`src/rtl/irq_flag_pkg.sv`:
```
package irq_flag_pkg;
  localparam int REG_W    = 8;
  localparam int CORE_SRC = 3;
  localparam int PERI_SRC = 7;
  localparam int NUM_SRC  = CORE_SRC + PERI_SRC;

  // Source index order; the core-register bit positions follow it.
  localparam int SRC_PORT = 0;
  localparam int SRC_EXT  = 1;
  localparam int SRC_TMR0 = 2;

  localparam int GIE_BIT  = 7;

  localparam logic [1:0] ADDR_CORE  = 2'd0;
  localparam logic [1:0] ADDR_PFLAG = 2'd1;
  localparam logic [1:0] ADDR_PEN   = 2'd2;
  localparam logic [1:0] ADDR_PORT  = 2'd3;

  typedef struct packed {
    logic wrCore;
    logic wrPflag;
    logic wrPen;
    logic rdPort;
    logic gieSet;
    logic gieClr;
  } ctl_strobe_t;
endpackage

```
`src/rtl/irq_flag_datapath.sv`:
```
module irq_flag_datapath
  import irq_flag_pkg::*;
#(
  parameter int PORT_W = 6
) (
  input  logic                clk,
  input  logic                rstN,
  input  ctl_strobe_t         strb,
  input  logic [REG_W-1:0]    wrData,
  input  logic [1:0]          rdAddr,
  input  logic                extPin,
  input  logic                edgeSel,
  input  logic [PORT_W-1:0]   portIn,
  input  logic                tmr0Ovf,
  input  logic [PERI_SRC-1:0] periphEvt,
  output logic [REG_W-1:0]    rdData,
  output logic                gie,
  output logic                anyPend,
  output logic [NUM_SRC-1:0]  flags
);
  logic extS1, extS2, extPrev, extEdge;
  logic [PORT_W-1:0] portS1, portS2, portCopy;
  logic portDiff;
  logic [NUM_SRC-1:0] evt, wrHit, wrBit, enHit, enBit, enables;

  // Pin synchronizer and edge detector.
  always_ff @(posedge clk) begin
    if (!rstN) begin
      extS1   <= 1'b0;
      extS2   <= 1'b0;
      extPrev <= 1'b0;
    end else begin
      extS1   <= extPin;
      extS2   <= extS1;
      extPrev <= extS2;
    end
  end
  assign extEdge = edgeSel ? (extS2 & ~extPrev) : (~extS2 & extPrev);

  // Port synchronizer and the copy taken on each port read.
  always_ff @(posedge clk) begin
    if (!rstN) begin
      portS1   <= '0;
      portS2   <= '0;
      portCopy <= '0;
    end else begin
      portS1 <= portIn;
      portS2 <= portS1;
      if (strb.rdPort) portCopy <= portS2;
    end
  end
  assign portDiff = (portS2 != portCopy);

  assign evt[SRC_PORT]         = portDiff;
  assign evt[SRC_EXT]          = extEdge;
  assign evt[SRC_TMR0]         = tmr0Ovf;
  assign evt[NUM_SRC-1:CORE_SRC] = periphEvt;

  for (genvar i = 0; i < NUM_SRC; i++) begin : g_src
    if (i < CORE_SRC) begin : g_core
      assign wrHit[i] = strb.wrCore;
      assign wrBit[i] = wrData[i];
      assign enHit[i] = strb.wrCore;
      assign enBit[i] = wrData[i+CORE_SRC];
    end else begin : g_peri
      assign wrHit[i] = strb.wrPflag;
      assign wrBit[i] = wrData[i-CORE_SRC];
      assign enHit[i] = strb.wrPen;
      assign enBit[i] = wrData[i-CORE_SRC];
    end

    // Event has priority over a software write of the same flag.
    always_ff @(posedge clk) begin
      if (!rstN)         flags[i] <= 1'b0;
      else if (evt[i])   flags[i] <= 1'b1;
      else if (wrHit[i]) flags[i] <= wrBit[i];
    end

    always_ff @(posedge clk) begin
      if (!rstN)         enables[i] <= 1'b0;
      else if (enHit[i]) enables[i] <= enBit[i];
    end
  end

  always_ff @(posedge clk) begin
    if (!rstN)             gie <= 1'b0;
    else if (strb.gieClr)  gie <= 1'b0;
    else if (strb.gieSet)  gie <= 1'b1;
    else if (strb.wrCore)  gie <= wrData[GIE_BIT];
  end

  assign anyPend = |(flags & enables);

  always_comb begin
    unique case (rdAddr)
      ADDR_CORE:  rdData = {gie, 1'b0, enables[CORE_SRC-1:0], flags[CORE_SRC-1:0]};
      ADDR_PFLAG: rdData = {1'b0, flags[NUM_SRC-1:CORE_SRC]};
      ADDR_PEN:   rdData = {1'b0, enables[NUM_SRC-1:CORE_SRC]};
      default:    rdData = REG_W'(portS2);
    endcase
  end
endmodule

```
`src/rtl/irq_flag_control.sv`:
```
module irq_flag_control
  import irq_flag_pkg::*;
(
  input  logic        clk,
  input  logic        rstN,
  input  logic [1:0]  regAddr,
  input  logic        regWrEn,
  input  logic        regRdEn,
  input  logic        wrGieBit,
  input  logic        irqAck,
  input  logic        retfie,
  input  logic        gie,
  input  logic        anyPend,
  output ctl_strobe_t strb,
  output logic        irqReq,
  output logic        pushRet,
  output logic        vecLoad
);
  logic suppress;
  logic ackQ;

  always_comb begin
    strb.wrCore  = regWrEn && (regAddr == ADDR_CORE);
    strb.wrPflag = regWrEn && (regAddr == ADDR_PFLAG);
    strb.wrPen   = regWrEn && (regAddr == ADDR_PEN);
    strb.rdPort  = regRdEn && (regAddr == ADDR_PORT);
    strb.gieSet  = retfie;
    strb.gieClr  = irqAck;
  end

  // A write that drops the master enable masks the request in that cycle.
  assign suppress = strb.wrCore && !wrGieBit;
  assign irqReq   = gie && anyPend && !suppress;

  always_ff @(posedge clk) begin
    if (!rstN) ackQ <= 1'b0;
    else       ackQ <= irqAck;
  end

  assign pushRet = ackQ;
  assign vecLoad = ackQ;
endmodule

```
`src/rtl/irq_flag_ctrl.sv`:
```
module irq_flag_ctrl
  import irq_flag_pkg::*;
#(
  parameter int              PORT_W = 6,
  parameter int              PC_W   = 13,
  parameter logic [PC_W-1:0] VECTOR = 13'h0004
) (
  input  logic                clk,
  input  logic                rstN,
  input  logic [1:0]          regAddr,
  input  logic                regWrEn,
  input  logic                regRdEn,
  input  logic [7:0]          regWrData,
  output logic [7:0]          regRdData,
  input  logic                extPin,
  input  logic                edgeSel,
  input  logic [PORT_W-1:0]   portIn,
  input  logic                tmr0Ovf,
  input  logic [6:0]          periphEvt,
  input  logic                irqAck,
  input  logic                retfie,
  output logic                irqReq,
  output logic                pushRet,
  output logic                vecLoad,
  output logic [PC_W-1:0]     vecAddr
);
  ctl_strobe_t        strb;
  logic               gieQ;
  logic               anyPend;
  logic [NUM_SRC-1:0] flagQ;

  irq_flag_control u_ctl (
    .clk      (clk),
    .rstN     (rstN),
    .regAddr  (regAddr),
    .regWrEn  (regWrEn),
    .regRdEn  (regRdEn),
    .wrGieBit (regWrData[GIE_BIT]),
    .irqAck   (irqAck),
    .retfie   (retfie),
    .gie      (gieQ),
    .anyPend  (anyPend),
    .strb     (strb),
    .irqReq   (irqReq),
    .pushRet  (pushRet),
    .vecLoad  (vecLoad)
  );

  irq_flag_datapath #(.PORT_W(PORT_W)) u_dp (
    .clk       (clk),
    .rstN      (rstN),
    .strb      (strb),
    .wrData    (regWrData),
    .rdAddr    (regAddr),
    .extPin    (extPin),
    .edgeSel   (edgeSel),
    .portIn    (portIn),
    .tmr0Ovf   (tmr0Ovf),
    .periphEvt (periphEvt),
    .rdData    (regRdData),
    .gie       (gieQ),
    .anyPend   (anyPend),
    .flags     (flagQ)
  );

  assign vecAddr = vecLoad ? VECTOR : '0;
endmodule

```
`config.mk`:
```
export PLATFORM = sky130hd
export DESIGN_NAME = irq_flag_ctrl
export DESIGN_NICKNAME = d
export VERILOG_FILES = /design/src/rtl/irq_flag_pkg.sv /design/src/rtl/irq_flag_datapath.sv /design/src/rtl/irq_flag_control.sv /design/src/rtl/irq_flag_ctrl.sv
export SDC_FILE = /design/constraint.sdc
export NUM_CORES = 1
export LEC_CHECK = 0
export BUFFER_PORTS_ARGS = -buffer_cell sky130_fd_sc_hd__buf_2
export CAP_MARGIN = 0
export CORE_MARGIN = 2
export CORE_UTILIZATION = 55
export CTS_BUF_LIST = sky130_fd_sc_hd__clkbuf_4 sky130_fd_sc_hd__clkbuf_8
export CTS_CLUSTER_SIZE = 8
export DETAILED_ROUTE_END_ITERATION = 10
export GPL_ROUTABILITY_DRIVEN = 1
export PLACE_DENSITY = 0.93
export SYNTH_ARGS = -nofsm -noshare
export SYNTH_HDL_FRONTEND = slang
export SYNTH_SLANG_ARGS = --single-unit
```
`constraint.sdc`:
```
create_clock -name clk -period 1.51 [get_ports clk]
set_input_delay 0.0755 -clock clk [delete_from_list [all_inputs] [get_ports clk]]
set_output_delay 0.0755 -clock clk [all_outputs]
set_load 0.02 [all_outputs]
```
==> impl_metrics.toml <==
[die]
coreArea_sq_mm = 0.00334
die_area_sq_mm = 0.00394
die_y_um = 62.7
rows = 21
die_w_um = 62.7
ioPinCount = 56
start_util_pct = 56.9

[drt]
ant_nets = 0
routedWlPerCell_um = 12.8
routed_via_density = 4.89
drt_pass1_iterations = 4
first_iter_violations = 80
vias = 1418
drc = 0
drt-total-wl_mm = 3.71

[pwr]
clkPwrFrac_pct = 32.5
p_int_w = 0.00175
p_seq_share_pct = 53.0
p_sw_share_pct = 24.5
ir_drop_v = 0.000680
p_per_area_mw_per_mm2 = 959
p_leak_nw = 1.20
p_sw_w = 0.000567
pwr-share-comb_pct = 14.5

[status]
violations = "hold timing"
status = "complete, but fails checks"

[synth]
yosysWarningCount = 0
synth_cells = 178
syn_area_sq_mm = 0.00190
avgSynthCellArea_sq_um = 10.7
synth-seq-cells = 43
synth-async-reset-ratio_pct = 0
yosys.cell_types.count = 30
synth-main-ff-cell = "dfxtp_1"
synth_edf_count = 0
yosysSeqAreaShare_pct = 45.4

[clocking]
cts-root-buf = "clkbuf_4"
clkLatencyLatePin_ps = 360
cts_setup_buffers = 0
htreeDepth = 2
cts_tree = "yes"
cts_buffer_depth = 2
cts.clk_slew.worst_paths_ps = 130
cts_buffers = 5
clkSinkCount = 43

[placement]
gp_congestion = 0.840
portBuffers = 43
placed_cell_area_sq_mm = 0.00208
hpwl_mm = 2.56

[sta]
grt_setup_unrepaired = "true"
finalCritPeriodShare_pct = 98.9
hold_violations = 1
fin_crit_ps = 1490
skew_ps = 12.3
drv_slew = 0
setup_violations = 0
fin_hold_ws_ps = -0.504
setup_tns_ps = 0
fmax_mhz = 670

[grt]
grt_max_degree = 28
antenna_found_initial = 0
grt.total_usage_pct = 20.5
grt.overflow.total = 0
grt_pass1_vias = 1386
grt_pass1_wl_mm = 6.22

[layout]
area_delta_synth_final_pct = 27.1
final_cell_mix = "buf_2, dfxtp_1, mux2i_1"
layout_commonest_cell = "buf_2"
drive_above_1_share_pct = 27.0
insertedDiodeCount = 0
finish.utilization_pct = 72.3
design_area_sq_mm = 0.00241
nNetsFinal = 275

[worst_setup_path]
critPathLaunchType = "register"
rr_startpoint = "u_dp.gie$_SDFFE_PP0P_"
worstSetupPathType = "reg -> out"
cp-end-kind = "primary output"
worstPathMaxFanout = 3
cp_data_required_time_ps = 1430
crit_start = "u_dp.enables[6]$_SDFFE_PN0P_"
critical_path_arrival_ps = 1420

[hold_path]
holdCritStartpoint = "regWrData[4]"
hold_class = "in -> reg"

[run]
drv_cap = 0
metrics by stage:
step | total power (W) | cells | worst slack [ps]
4_1_cts | 0.00231 | 289 | 23.6
3_5_place_dp | 0.00154 | 259 | 216
5_1_grt | 0.00242 | 290 | -43.3
2_1_floorplan | 0.00146 | 189 | 503
3_3_place_gp | 0.00153 | 259 | 249
6_report | 0.00231 | 290 | 17.2
cell usage after synthesis (all sizes together) (2+ instances only):
| library cell | n | area, sq um |
|---|---|---|
| dfxtp | 43 | 861 |
| mux2i | 27 | 270 |
| buf | 20 | 145 |
| nor2 | 17 | 63.8 |
| and2 | 16 | 100 |
| inv | 11 | 41.3 |
| a21oi | 8 | 40.0 |
| mux4 | 6 | 139 |
| nand3b | 5 | 37.5 |
| xor2 | 4 | 35.0 |
| a221oi | 2 | 17.5 |
| a22o | 2 | 17.5 |
| a31oi | 2 | 12.5 |
| clkbuf | 2 | 7.51 |
| nand2 | 2 | 7.51 |
| nor3b | 2 | 20.0 |
| xnor2 | 2 | 17.5 |
worst max-delay path, cell delays in order, from the launching register on:
cell	delay [ps]
dfxtp_1	360
mux4_1	520
buf_2	180
power by group through the flow:
stage	clock, W	sequential, W	combinational [W]
2_1_floorplan	0	0.00124	0.000226
3_3_place_gp	0	0.00125	0.000280
3_5_place_dp	0	0.00125	0.000286
4_1_cts	0.000758	0.00123	0.000331
5_1_grt	0.000820	0.00123	0.000368
6_report	0.000753	0.00123	0.000335
worst paths after layout:
| path | to | slack [ps] | cells past startpoint |
|---|---|---|---|
| worst max-delay path | regRdData[3] | 20 | 2 |
| worst min-delay path | u_dp.enables[7]$_SDFFE_PN0P_ | -0.5 | 3 |
| worst max register to register | u_dp.gie$_SDFFE_PP0P_ | 200 | 3 |
| worst min register to register | u_dp.extS2$_SDFF_PN0_ | 450 | 1 |
flip-flops by register name, summed over array words and instances, names as in the netlist:
name	flops
u_ctl.pushRet	1
u_dp.enables	10
u_dp.extPrev	1
u_dp.extS1	1
u_dp.extS2	1
u_dp.flags	10
u_dp.gie	1
u_dp.portCopy	6
u_dp.portS1	6
u_dp.portS2	6
logic make-up after synthesis:
logic type             count (synthesis)  synth area share, %
buffers and inverters                 33                 10.2
flip-flops                            43                 45.4
AO/OA/AOI/OAI                         18                 6.59
multiplexers                          33                 21.6
AND/OR/NAND/NOR                       44                 13.3
other                                  1                0.198
XOR/XNOR                               6                 2.77
layer usage:
| metal | share of wire, % | wire (um) | GRT usage [%] | vias to the layer above |
|---|---|---|---|---|
| met2 | 52 | 1930 | 35.9 | 39 |
| met5 | 0 | 0 | 0 | - |
| met4 | 1.1 | 42 | 5.83 | 0 |
| met3 | 4.4 | 163 | 5.59 | 6 |
| li1 | - | - | - | 715 |
| met1 | 43 | 1580 | 24.6 | 658 |
final cells by class:
class                           count  area [sq um]
Multi-Input combinational cell    113           897
Inverter                           11          41.3
Tap cell                           46          57.6
Timing Repair Buffer               69           468
Sequential cell                    43           862
Fill cell                         253           925
Clock inverter                      2          35.0
Clock buffer                        6          51.3
repair_timing:
item                       in CTS  in global routing
hold buffers                   22                  1
hold endpoints to repair       22                  1
pin swaps                       0                  1
resized for setup               2                  1
setup endpoints to repair       1                  2
(Power assumes the default switching activity.)
